### config.mk
export PLATFORM = sky130hd
export DESIGN_NAME = idxport_slave
export DESIGN_NICKNAME = d
export VERILOG_FILES = /design/src/rtl/idxport_pkg.sv /design/src/rtl/idxport_decode.sv /design/src/rtl/idxport_scratch.sv /design/src/rtl/idxport_rdy_timer.sv /design/src/rtl/idxport_slave.sv
export SDC_FILE = /design/constraint.sdc
export NUM_CORES = 1
export LEC_CHECK = 0
export ABC_AREA = 1
export BUFFER_PORTS_ARGS = -buffer_cell sky130_fd_sc_hd__buf_4
export CAP_MARGIN = 20
export CORE_MARGIN = 3
export CORE_UTILIZATION = 35
export CTS_CLUSTER_SIZE = 16
export DETAILED_ROUTE_END_ITERATION = 10
export PLACE_DENSITY_LB_ADDON = 0.2
export SYNTH_ARGS = -nofsm -noshare
export SYNTH_HDL_FRONTEND = slang
export SYNTH_HIERARCHICAL = 1
export SYNTH_SLANG_ARGS = --single-unit
### constraint.sdc
create_clock -name clk -period 2.85 [get_ports clk]
set_input_delay 0.7125 -clock clk [delete_from_list [all_inputs] [get_ports clk]]
set_output_delay 0.7125 -clock clk [all_outputs]
set_load 0.1 [all_outputs]
### src/rtl/idxport_pkg.sv
package idxport_pkg;
  // Register slots decoded from the pointer; order matches REG_IDX below.
  typedef enum int {
    SLOT_CTRL = 0,
    SLOT_SRST = 1,
    SLOT_IEN  = 2,
    SLOT_ISRC = 3
  } slot_e;

  localparam int NREG = 4;
  localparam int REG_IDX [NREG] = '{8'h08, 8'h0B, 8'h0C, 8'h0E};

  // Bit-rate codes held in control bits [2:1].
  typedef enum logic [1:0] {
    RATE_CONST = 2'd0,
    RATE_MAX   = 2'd1,
    RATE_RSVD  = 2'd2,
    RATE_VAR   = 2'd3
  } rate_e;

  localparam int RATE_LSB = 1;
  localparam int RDY_BIT  = 6;
endpackage

### src/rtl/idxport_decode.sv
module idxport_decode
  import idxport_pkg::*;
#(
  parameter int IDX_W     = 7,
  parameter int SCR_BASE  = 16,
  parameter int SCR_DEPTH = 16,
  parameter int SA_W      = 4
) (
  input  logic [IDX_W-1:0] idx,
  output logic [NREG-1:0]  hit,
  output logic             hit_scr,
  output logic [SA_W-1:0]  scr_addr
);
  // One comparator per named register slot.
  for (genvar g = 0; g < NREG; g++) begin : g_slot
    assign hit[g] = (idx == IDX_W'(REG_IDX[g]));
  end

  // Storage window: base and depth are parameters.
  always_comb begin
    int ii;
    ii       = int'(idx);
    hit_scr  = (ii >= SCR_BASE) && (ii < SCR_BASE + SCR_DEPTH);
    scr_addr = SA_W'(ii - SCR_BASE);
  end
endmodule

### src/rtl/idxport_scratch.sv
module idxport_scratch #(
  parameter int DATA_W = 16,
  parameter int DEPTH  = 16,
  parameter int SA_W   = 4
) (
  input  logic              clk,
  input  logic              we,
  input  logic              re,
  input  logic [SA_W-1:0]   addr,
  input  logic [DATA_W-1:0] wdata,
  output logic [DATA_W-1:0] q
);
  // Single-port array, registered read, no reset, so block RAM can be inferred.
  logic [DATA_W-1:0] mem [DEPTH];

  always_ff @(posedge clk) begin
    if (we) mem[addr] <= wdata;
    if (re) q <= mem[addr];
  end
endmodule

### src/rtl/idxport_rdy_timer.sv
module idxport_rdy_timer #(
  parameter int DELAY = 64
) (
  input  logic clk,
  input  logic rst,
  input  logic start,
  output logic fire
);
  localparam int CW = $clog2(DELAY + 1);

  logic [CW-1:0] cnt;
  logic          busy;

  // start at edge E0 -> fire high between E(DELAY-1) and E(DELAY).
  always_ff @(posedge clk) begin
    if (rst) begin
      busy <= 1'b0;
      cnt  <= '0;
    end else if (start) begin
      busy <= 1'b1;
      cnt  <= CW'(DELAY - 1);
    end else if (busy) begin
      if (cnt == '0) busy <= 1'b0;
      else           cnt  <= cnt - 1'b1;
    end
  end

  assign fire = busy && (cnt == '0);
endmodule

### src/rtl/idxport_slave.sv
module idxport_slave
  import idxport_pkg::*;
#(
  parameter int DATA_W    = 16,
  parameter int IDX_W     = 7,
  parameter int SRC_W     = 8,
  parameter int SCR_BASE  = 16,
  parameter int SCR_DEPTH = 16,
  parameter int RDY_DELAY = 64
) (
  input  logic              clk,
  input  logic              rst,
  input  logic              host_cs,
  input  logic              host_sel,
  input  logic              host_wr,
  input  logic              host_rd,
  input  logic [DATA_W-1:0] host_wdata,
  output logic [DATA_W-1:0] host_rdata,
  output logic              irq,
  output logic [1:0]        rate_mode
);
  localparam int SA_W = (SCR_DEPTH > 1) ? $clog2(SCR_DEPTH) : 1;

  logic [IDX_W-1:0]  idx_q;
  logic [SRC_W-1:0]  ien_q, isrc_q, ien_n, isrc_n;
  logic [DATA_W-1:0] ctrl_q, ctrl_n;
  logic [DATA_W-1:0] rdat_q, reg_val;
  logic              scr_sel_q;
  logic [NREG-1:0]   hit;
  logic              hit_scr, fire;
  logic [SA_W-1:0]   scr_addr;
  logic [DATA_W-1:0] scr_q;

  // Qualified strobes.
  logic acc_wr, acc_rd, dwr, drd, srst;
  assign acc_wr = host_cs & host_wr;
  assign acc_rd = host_cs & host_rd;
  assign dwr    = acc_wr & host_sel;
  assign drd    = acc_rd & host_sel;
  assign srst   = dwr & hit[SLOT_SRST];

  idxport_decode #(
    .IDX_W(IDX_W), .SCR_BASE(SCR_BASE), .SCR_DEPTH(SCR_DEPTH), .SA_W(SA_W)
  ) u_dec (
    .idx(idx_q), .hit(hit), .hit_scr(hit_scr), .scr_addr(scr_addr)
  );

  idxport_scratch #(
    .DATA_W(DATA_W), .DEPTH(SCR_DEPTH), .SA_W(SA_W)
  ) u_scr (
    .clk(clk), .we(dwr & hit_scr), .re(drd & hit_scr),
    .addr(scr_addr), .wdata(host_wdata), .q(scr_q)
  );

  idxport_rdy_timer #(.DELAY(RDY_DELAY)) u_tmr (
    .clk(clk), .rst(rst), .start(srst), .fire(fire)
  );

  // Next-state for the interrupt and control registers.
  always_comb begin
    ien_n = ien_q;
    if (dwr && hit[SLOT_IEN]) ien_n = host_wdata[SRC_W-1:0];
    if (srst) ien_n = '0;

    isrc_n = isrc_q;
    if (drd && hit[SLOT_ISRC]) isrc_n = '0;   // clear on read
    if (fire) isrc_n[RDY_BIT] = 1'b1;         // a new event beats the clear
    if (srst) isrc_n = '0;                    // a restart beats a stale event

    ctrl_n = ctrl_q;
    if (dwr && hit[SLOT_CTRL]) begin
      ctrl_n = host_wdata;
      if (rate_e'(host_wdata[RATE_LSB +: 2]) == RATE_RSVD)
        ctrl_n[RATE_LSB +: 2] = ctrl_q[RATE_LSB +: 2];
    end
    if (srst) ctrl_n = '0;
  end

  // Data-port read value for the non-storage registers.
  always_comb begin
    reg_val = '0;
    if (hit[SLOT_CTRL]) reg_val = ctrl_q;
    if (hit[SLOT_IEN])  reg_val = DATA_W'(ien_q);
    if (hit[SLOT_ISRC]) reg_val = DATA_W'(isrc_q);
  end

  always_ff @(posedge clk) begin
    if (rst) begin
      idx_q     <= '0;
      ien_q     <= '0;
      isrc_q    <= '0;
      ctrl_q    <= '0;
      irq       <= 1'b0;
      rdat_q    <= '0;
      scr_sel_q <= 1'b0;
    end else begin
      if (acc_wr && !host_sel) idx_q <= host_wdata[IDX_W-1:0];
      ien_q  <= ien_n;
      isrc_q <= isrc_n;
      ctrl_q <= ctrl_n;
      irq    <= |(isrc_n & ien_n);
      if (acc_rd) begin
        rdat_q    <= host_sel ? reg_val : DATA_W'(idx_q);
        scr_sel_q <= host_sel & hit_scr;
      end
    end
  end

  assign host_rdata = scr_sel_q ? scr_q : rdat_q;
  assign rate_mode  = ctrl_q[RATE_LSB +: 2];
endmodule

# ---- Yosys cells after proc, flatten, opt, wreduce, memory -nomap -nowiden
# Memory sizes are Yosys's and may differ from the RTL's. A register that Yosys moved wholly into a read port is not among the register bits.
# Index checks and enable logic that the tools add are counted.
dict set report totals {
  memories 1
  wordCells 65
  inputBits 22
  register_bits 65
  out_inout_bits 19
  ramBits 256
}
dict set report op_classes {
  muxes 18
  add_sub_neg 2
  bitwise 11
  n_reduce_logical 14
  order_cmp 2
  eq_ne 6
}
# name depth word_bits read_ports rd_ports_with_merged_regs wr line
set memory_table {}
lappend memory_table {u_scr.mem 16 16 1 1 1 idxport_scratch.sv:14} ;# logic [DATA_W-1:0] mem [DEPTH];
# operator n
set op_table {}
lappend op_table {{16-bit 2-to-1 mux} 5}
lappend op_table {{8-bit 2-to-1 mux} 4}
lappend op_table {{7-bit by 4-bit equality test with 1-bit output (second input constant)} 4}
lappend op_table {{6-bit 2-to-1 mux} 3}
lappend op_table {{1-bit AND} 8}
lappend op_table {{8-bit AND} 1}
lappend op_table {{8-bit OR reduction} 1}
lappend op_table {{7-bit by 5-bit >= comparator with 1-bit output (second input constant)} 1}
lappend op_table {{7-bit logical NOT} 1}
lappend op_table {{7-bit by 6-bit less-than comparator with 1-bit output (second input constant)} 1}
lappend op_table {{7-bit by 1-bit subtractor with 7-bit output (second input constant)} 1}
lappend op_table {{1-bit logical AND} 6}
lappend op_table {{1-bit 2-to-1 mux} 6}
lappend op_table {{2-bit AND reduction} 3}
lappend op_table {{4-bit by 1-bit subtractor with 4-bit output (second input constant)} 1}
lappend op_table {{2-bit equality test (second input constant)} 1}
lappend op_table {{2-bit != test (second input constant)} 1}
lappend op_table {{1-bit inverter} 2}
lappend op_table {{2-bit nonzero test} 1}
lappend op_table {{2-bit OR reduction} 1}
lappend op_table {{1-bit logical NOT} 1}

# ---- Logic depth before layout (Yosys ltp)
# Gate-level depths: netlist (run 1).
dict set report logic_depth {
  ltp_word 8
  depth_mapped 13
  ltp_nobuf 12
}

# ---- Modules after synthesis
# Netlist (run 1), hierarchy kept.
# module cells_per_inst area_per_inst_um2 seq_area_each_um2 instances
set modules_own_cells {}
lappend modules_own_cells {idxport_scratch 1070 11312.1 8167.8 1}
lappend modules_own_cells {idxport_slave 360 2680.1 1141.1 1}
lappend modules_own_cells {idxport_rdy_timer 73 491.7 160.2 1}
lappend modules_own_cells {idxport_decode 25 117.6 0.0 1}

# ---- Worst setup path after synthesis (run 1)
# Ideal clock, no wire load.
dict set report synth_path {
  path_kind {register to output}
  startpoint {reg scr_sel_q}
  endpoint {out host_rdata[10]}
  n_path_buf 2
  path_stages_with_launch 4
  path_slack_ns -0.652
  arrival_ns 2.789
  required_time_ns 2.138
  path_cell_list {dfxtp_1 clkbuf_1 clkbuf_1 o21ai_0}
}
dict set report synth_between {
  elab_chain_cells 1
}
# element line
set synth_rtl {}
lappend synth_rtl {{start, declared} idxport_slave.sv:28} ;# logic scr_sel_q;
lappend synth_rtl {{start signal, assigned} idxport_slave.sv:104} ;# scr_sel_q <= host_sel & hit_scr;
lappend synth_rtl {{16-bit 2-to-1 mux} idxport_slave.sv:109} ;# assign host_rdata = scr_sel_q ? scr_q : rdat_q;
lappend synth_rtl {{end, declared} idxport_slave.sv:18} ;# output logic [DATA_W-1:0] host_rdata,
# Every way passes these cells.

# ---- Worst setup path in the final report (run 1)
dict set report layout_path {
  startpoint {reg scr_sel_q}
  endpoint {out host_rdata[15]}
}
# The elaborated chain is that of the path after synthesis.

==> flow_summary.yaml, run 1 <==
worst_setup_path:
  worstPathRequired_ps: 2140
  timing.reg2reg.setup_slack_ps: 630
  worstSetupEndpointType: "primary output"
  worst-endpoint-arrival_ps: 1830
  reg2reg_to: "irq"
  path_class: "reg -> out"
  startpoint: "scr_sel_q"
  path_max_fanout: 11
  rr_startpoint: "idx_q[3]"
  r2r_cells: 12
  start_kind: "flop"
power:
  combPwrFrac_pct: 6.0
  switching_share_pct: 23.2
  clock_power_share_pct: 43.9
  vdd_ir_drop_max_v: 0.000505
  internal-power_uw: 8200
  power_density_mw_per_mm2: 635
  power_leakage_uw: 0.00689
  p_sw_uw: 2470
  sequentialPowerShare_pct: 50.1
synth:
  synthSimpleGateAreaFrac_pct: 24.2
  yosys_warnings: 6
  synth_xor_xnor_area_share_pct: 0
  muxShareOfSynthArea_pct: 0.617
  synth_top_area_share_pct: 55.9
  synth_fp_nets: 1552
  yosysUniqueCellTypes: 37
  synthAdderAreaFrac_pct: 0.171
  synth_top_family_by_area: "simple AND/OR/NAND/NOR gates"
  ys_ff_latch: 337
  ys_seq_area_share_pct: 64.9
  synth_top_cell_by_area: "edfxtp_1"
  synth_area_per_cell_um2: 9.56
  synthCells: 1528
  synth_area_leaders: "edfxtp_1 (56%), nand2_1 (19%), dfxtp_1 (8.9%), inv_1 (2.5%), nor2_1 (1.8%)"
  syn-cell-area_mm2: 0.0146
  synth-compound-area-share_pct: 4.26
cells_and_area:
  layout_common_cells: "nand2_1 (756), edfxtp_1 (272), inv_1 (96)"
  instances_no_fill: 2142
  drive_above_1_share_pct: 12.5
  layout_commonest_cell: "nand2_1"
  register_area_mm2: 0.00947
  nFillCells: 4037
  area_growth_pct: 15.1
  multi_input_area_mm2: 0.00430
  diodes: 0
  layout.nets: 1607
drt:
  ant_nets: 0
  first_pass_iters: 5
  vias: 10200
  first_iter_violations: 903
  drc: 0
  vias_per_cell: 4.78
  wl_um: 39400
  wire_per_inst_um: 18.4
clocking:
  cts_tree: "yes"
  post_cts_buffers: 0
  clock_sinks: 337
  cts_hold_buffers: 0
  cts_root_buf: "clkbuf_16"
  cts_resized: 0
  clkTransAtPathRegs_ps: 60
  cts_buffers: 39
  h-tree-depth: 2
  clkLatencyLatePin_ps: 560
  cts_buffer_depth: 3
grt:
  grt_pass1_wl_um: 59700
  antenna_found_initial: 1
  grt_usage_pct: 17.9
  grt_pass1_vias: 9871
  grt_max_degree: 68
  gr-total-overflow: 0
timing:
  final-hold-violation-count: 0
  min_period_ps: 2540
  slew_headroom_pct: 51.6
  fmax_mhz: 394
  period_share_pct: 89.1
  rsz0062_at_grt: "false"
  setup_viol: 0
  worst_pin_slew_ps: 726
  worst_slack_ps: 311
  finClkSkew_ps: 26.0
  slew_viol_final: 0
min_path:
  hold_path.class: "reg -> reg"
  min_path_cells: 2
  holdPathEnd: "ctrl_q[13]"
  hp-start: "ctrl_q[13]"
place:
  dp_cells: 2074
  gp_congestion: 0.831
  dp_slack_ps: 130
  io_buffers: 40
  dp_hpwl_um: 25300
floorplanning:
  dieArea_mm2: 0.0442
  io_pins: 41
  initial_core_util_pct: 35.6
  die_w_um: 210
  die_y_um: 210
  core_area_mm2: 0.0410
  rows: 74
outcome:
  status: "finished, final reports clean"
run:
  drv_cap: 0
## power by group through the flow
stage                     combinational, uW  clock (uW)  sequential, uW
after CTS                               653        4820            5350
final                                   643        4680            5350
after global placement                  650           0            5450
after global routing                    710        5010            5350
after floorplan                         387           0            5440
after detailed placement                652           0            5450
## metal layers
metal	up-vias	part of all wire, %	global-route usage (%)
met2	265	46	29.1
met3	80	4.9	2.93
li1	5048	-	-
met4	0	3.2	6.81
met1	4854	46	24.1
met5	-	0	0
## logic make-up after synthesis
kind of cell,Yosys count
AOI/OAI and AO/OA,106
adders and majority gates,2
and+or+nand+nor,896
muxes,8
buffers and inverters,179
DFF,337
## synthesized netlist by cell type, drive strengths merged
library cell  count
nor2             78
inv             102
nand3b            2
mux2              8
a211oi           12
a221oi            1
a21oi            45
o211ai            2
nand3            37
nand2           762
clkbuf           14
ha                2
clkinv            1
or2               2
o21ai            37
dfxtp            65
nand4             5
o31ai             1
nor3             10
o22ai             8
edfxtp          272
buf              62
## state kept, by name, summed over array words and instances (netlist names)
name and flops:
ctrl_q 16, idx_q 7, ien_q 8, irq 1
isrc_q 8, rdat_q 16, scr_sel_q 1, u_scr/mem 256
u_scr/q 16, u_tmr/busy 1, u_tmr/cnt 7
## metrics by stage
| stage | TNS [ps] | util [%] | area [um^2] | hold slack (ps) | total power (uW) |
|---|---|---|---|---|---|
| floorplan | -5210 | - | 14600 | 435 | 5830 |
| global placement | 0 | 38.1 | 15600 | 454 | 6100 |
| detailed placement | 0 | 38.1 | 15600 | 459 | 6100 |
| CTS | 0 | 41.0 | 16800 | 446 | 10800 |
| global route | 0 | 41.0 | 16800 | 488 | 11100 |
| finish | 0 | 41.0 | 16800 | 471 | 10700 |
## layout make-up
class,instances,share of cell area [%]
Sequential cell,337,56.4
Multi-Input combinational cell,1012,25.6
Clock buffer,51,6.51
Timing Repair Buffer,90,4.61
Tap cell,532,3.96
Inverter,103,2.33
Clock inverter,17,0.625
## worst max-delay path by stage
stage                   endpoint  slack, ps  cells after the start
2_1_floorplan     host_rdata[10]       -650                      3
3_3_place_gp   u_scr/mem[10][10]        150                      9
3_5_place_dp   u_scr/mem[10][14]        130                      9
4_1_cts           host_rdata[15]        240                      3
5_1_grt           host_rdata[15]        230                      3
6_report          host_rdata[15]        310                      3
## worst max-delay path, cell delays in order, from the launching register on
cell     delay, ps
dfxtp_1        310
buf_4          190
o21ai_0        390
buf_4          380
Note: power is estimated with default switching activity, not from simulation.
==> run 2, diff against run 1 <==
==> constraint.sdc (replaced) <==
create_clock -name clk -period 3.2 [get_ports clk]
set_input_delay 0.8 -clock clk [delete_from_list [all_inputs] [get_ports clk]]
set_output_delay 0.8 -clock clk [all_outputs]
set_load 0.1 [all_outputs]
==> flow_summary.yaml, run 2 (synthesis results as in run 1) <==
timing:
  setup_tns_ps: 0
  worst_slack_ps: 294
  slew_headroom_pct: 51.1
  min_period_ps: 2910
  finClkSkew_ps: 11.1
  period_share_pct: 90.8
  final-hold-violation-count: 0
  worst_pin_slew_ps: 733
  rsz0062_at_grt: "false"
  setup_viol: 0
  slew_viol_final: 0
  fmax_mhz: 344
clocking:
  cts_resized: 0
  h-tree-depth: 2
  cts_tree: "yes"
  clock_sinks: 337
  post_cts_buffers: 0
  cts_buffer_depth: 3
  cts_buffers: 39
  clkTransAtPathRegs_ps: 60
  clkLatencyLatePin_ps: 550
  cts_root_buf: "clkbuf_16"
  cts_hold_buffers: 0
floorplanning:
  initial_core_util_pct: 35.6
  die_w_um: 210
  dieArea_mm2: 0.0442
  core_area_mm2: 0.0410
  rows: 74
  die_y_um: 210
  io_pins: 41
power:
  sequentialPowerShare_pct: 50.3
  internal-power_uw: 7280
  switching_share_pct: 23.2
  combPwrFrac_pct: 5.7
  p_sw_uw: 2200
  clock_power_share_pct: 43.9
  power_density_mw_per_mm2: 571
  power_uw: 9480
  vdd_ir_drop_max_v: 0.000370
  power_leakage_uw: 0.00680
drt:
  wl_met1_um: 17900
  vias: 10200
  wl_met3_um: 2020
  first_pass_iters: 5
  ant_nets: 0
  wl_um: 38300
  top_layer: "met4"
  wire_per_inst_um: 18.0
  drc: 0
  vias_per_cell: 4.77
  routed-wl-met2_um: 17400
  first_iter_violations: 623
cells_and_area:
  layout_commonest_cell: "nand2_1"
  layout_common_cells: "nand2_1 (756), edfxtp_1 (272), inv_1 (96)"
  top_register: "u_scr/mem"
  largest_register_ffs: 256
  instances_no_fill: 2129
  area_growth_pct: 13.6
  final_area_mm2: 0.0166
  layout.nets: 1594
  diodes: 0
  drive_above_1_share_pct: 11.9
min_path:
  hold_path.class: "reg -> reg"
worst_setup_path:
  worst-endpoint-arrival_ps: 2110
  start_kind: "flop"
  worstSetupEndpointType: "primary output"
  path_class: "reg -> out"
  worstPathRequired_ps: 2400
  path_max_fanout: 17
grt:
  grt_usage_pct: 17.4
  grt_pass1_vias: 9595
  grt_max_degree: 51
  grt_pass1_wl_um: 58500
  antenna_found_initial: 0
  gr-total-overflow: 0
run:
  drv_cap: 0
place:
  placed_area_mm2: 0.0154
  io_buffers: 40
  dp_hpwl_um: 24500
  gp_congestion: 0.836
  dp_slack_ps: 488
  dp_cells: 2061
outcome:
  status: "finished, final reports clean"
run 2: path summary, 6_finish.rpt:
kind	startpoint	to	slack, ps	cells past startpoint
min reg2reg	isrc_q[7]	isrc_q[7]	470	2
min	isrc_q[7]	isrc_q[7]	470	2
max reg2reg	idx_q[0]	u_scr/mem[4][3]	810	5
max	scr_sel_q	host_rdata[3]	290	3
run 2: stage by stage:
step | hold slack [ps] | util (%)
2_1_floorplan | 435 | -
3_3_place_gp | 453 | 37.6
3_5_place_dp | 460 | 37.6
4_1_cts | 469 | 40.5
5_1_grt | 494 | 40.5
6_report | 469 | 40.5
run 2: layout make-up:
class                   count  area (um^2)
clock buffers              48         1010
clock inverters            20          156
fillers                  4038        24400
inverters                 103          392
multi-input cells        1012         4300
flip-flops and latches    337         9470
well taps                 532          666
repair buffers             77          591
run 2: critical path, stage by stage (launching register included):
cell and delay (ps):
dfxtp_1 690, buf_4 290, mux2_2 350, buf_4 230
run 2: per-layer routing:
metal | vias to the layer above | global-route usage (%)
met4 | 0 | 5.88
li1 | 5022 | -
met3 | 48 | 3.20
met2 | 233 | 27.0
met1 | 4854 | 24.7
met5 | - | 0
run 2: power groups by stage:
stage	clock (uW)	combinational, uW	sequential (uW)
6_report	4160	543	4770
5_1_grt	4450	603	4770
4_1_cts	4260	552	4770
3_5_place_dp	0	550	4870
3_3_place_gp	0	552	4870
2_1_floorplan	0	345	4850
==> run 3, diff against run 2 <==
--- a/config.mk
+++ b/config.mk
@@ -8,6 +8,8 @@
 export ABC_AREA = 1
 export BUFFER_PORTS_ARGS = -buffer_cell sky130_fd_sc_hd__buf_4
 export CAP_MARGIN = 20
+export CELL_PAD_IN_SITES_DETAIL_PLACEMENT = 1
+export CELL_PAD_IN_SITES_GLOBAL_PLACEMENT = 1
 export CORE_MARGIN = 3
 export CORE_UTILIZATION = 35
 export CTS_CLUSTER_SIZE = 16
==> flow_summary.yaml, run 3 (synthesis results as in run 1) <==
drt:
  wire_per_inst_um: 19.5
  vias_per_cell: 4.85
  first_iter_violations: 576
  first_pass_iters: 5
  ant_nets: 0
  drc: 0
  wl_um: 41500
  vias: 10300
clocking:
  cts_root_buf: "clkbuf_16"
  cts_tree: "yes"
  clock_sinks: 337
  clkLatencyLatePin_ps: 550
  cts_resized: 0
  clkTransAtPathRegs_ps: 60
  cts_hold_buffers: 0
  cts_buffers: 40
  post_cts_buffers: 0
  cts_buffer_depth: 3
  h-tree-depth: 2
min_path:
  hp-start: "ctrl_q[6]"
  hold_path.class: "reg -> reg"
  holdPathEnd: "ctrl_q[6]"
  min_path_cells: 2
worst_setup_path:
  rr_startpoint: "idx_q[2]"
  r2r_cells: 12
  path_max_fanout: 14
  start_kind: "flop"
  worstSetupEndpointType: "primary output"
  worst-endpoint-arrival_ps: 2050
  path_class: "reg -> out"
  cpMostUsedCell: "buf_4"
  cpMaxStageDelayCell: "dfxtp_1"
  reg2reg_to: "irq"
  max_stage_delay_ps: 710
  timing.reg2reg.setup_slack_ps: 890
  worstPathRequired_ps: 2400
  path_cells: "buf_4, nand2_1, o21ai_0, buf_4"
timing:
  slew_headroom_pct: 49.1
  worst_pin_slew_ps: 760
  finClkSkew_ps: 10.9
  setup_viol: 0
  final-hold-violation-count: 0
  fmax_mhz: 351
  period_share_pct: 89.1
  min_period_ps: 2850
  slew_viol_final: 0
  rsz0062_at_grt: "false"
power:
  power_uw: 9760
  power_leakage_uw: 0.00685
  vdd_ir_drop_max_v: 0.000382
  power_density_mw_per_mm2: 584
grt:
  grt_pass1_wl_um: 63900
  antenna_found_initial: 1
  grt_pass1_vias: 10700
  gr-total-overflow: 0
  grt_usage_pct: 19.1
  grt_max_degree: 66
run:
  drv_cap: 0
cells_and_area:
  diodes: 0
  layout_commonest_cell: "nand2_1"
  top_register: "u_scr/mem"
  instances_no_fill: 2132
  layout_common_cells: "nand2_1 (756), edfxtp_1 (272), inv_1 (96)"
  drive_above_1_share_pct: 12.1
  largest_register_ffs: 256
  area_growth_pct: 14.6
  layout.nets: 1599
floorplanning:
  die_w_um: 210
  rows: 74
  dieArea_mm2: 0.0442
  initial_core_util_pct: 35.6
  die_y_um: 210
  core_area_mm2: 0.0410
  io_pins: 41
place:
  dp_cells: 2065
  gp_congestion: 0.809
  dp_hpwl_um: 26400
  io_buffers: 40
outcome:
  status: "finished, final reports clean"
==> run 3: changes by cell type in the layout (fill, tap and decap cells not counted), sizes merged <==
cell	change
inv	-2
clkinv	-2
clkinvlp	+3
bufinv	+2
buf	+4
clkbuf	-2
==> run 3: worst max-delay path by stage <==
stage	slack, ps	end	from	cells after the start
2_1_floorplan	-390	host_rdata[10]	scr_sel_q	3
3_3_place_gp	400	u_scr/mem[5][4]	host_sel	8
3_5_place_dp	350	u_scr/mem[5][9]	host_sel	8
4_1_cts	300	host_rdata[12]	scr_sel_q	4
5_1_grt	210	host_rdata[8]	scr_sel_q	4
6_report	350	host_rdata[11]	scr_sel_q	4
==> run 3: critical path, delay by kind of cell (launching register included) <==
family / cells / cell delay (ps)
buf+inv: 2 / 620
simple gates: 1 / 60
compound gates: 1 / 100
flops: 1 / 710
==> run 3: metrics by stage <==
step | setup TNS [ps] | cell area (um^2) | utilization [%] | hold slack (ps) | setup slack (ps)
after floorplan | -3110 | 14600 | - | 435 | -389
after global placement | 0 | 15500 | 37.7 | 452 | 395
after detailed placement | 0 | 15500 | 37.7 | 466 | 351
after CTS | 0 | 16700 | 40.8 | 472 | 296
after global routing | 0 | 16700 | 40.8 | 493 | 215
final | 0 | 16700 | 40.8 | 473 | 350
==> run 3: power by group <==
group | total [uW] | internal, uW | switching [uW]
sequential | 4770 | 4750 | 18.7
combinational | 564 | 128 | 436
clock | 4430 | 2670 | 1760
total | 9760 | 7540 | 2220
==> run 3: per-layer routing <==
| layer | vias up | track usage [%] | routed length [um] | share of wire, % |
|---|---|---|---|---|
| met3 | 51 | 3.74 | 1930 | 4.6 |
| met1 | 5093 | 25.4 | 19000 | 46 |
| met5 | - | 0 | 0 | 0 |
| li1 | 5016 | - | - | - |
| met2 | 183 | 32.3 | 19800 | 48 |
| met4 | 0 | 4.60 | 822 | 2.0 |
==> run 3: area by class of cell <==
class | instances | area [um^2]
Fill cell | 4685 | 24300
Sequential cell | 337 | 9470
Multi-Input combinational cell | 1012 | 4300
Clock buffer | 46 | 1050
Tap cell | 532 | 666
Timing Repair Buffer | 81 | 633
Inverter | 103 | 392
Clock inverter | 21 | 206
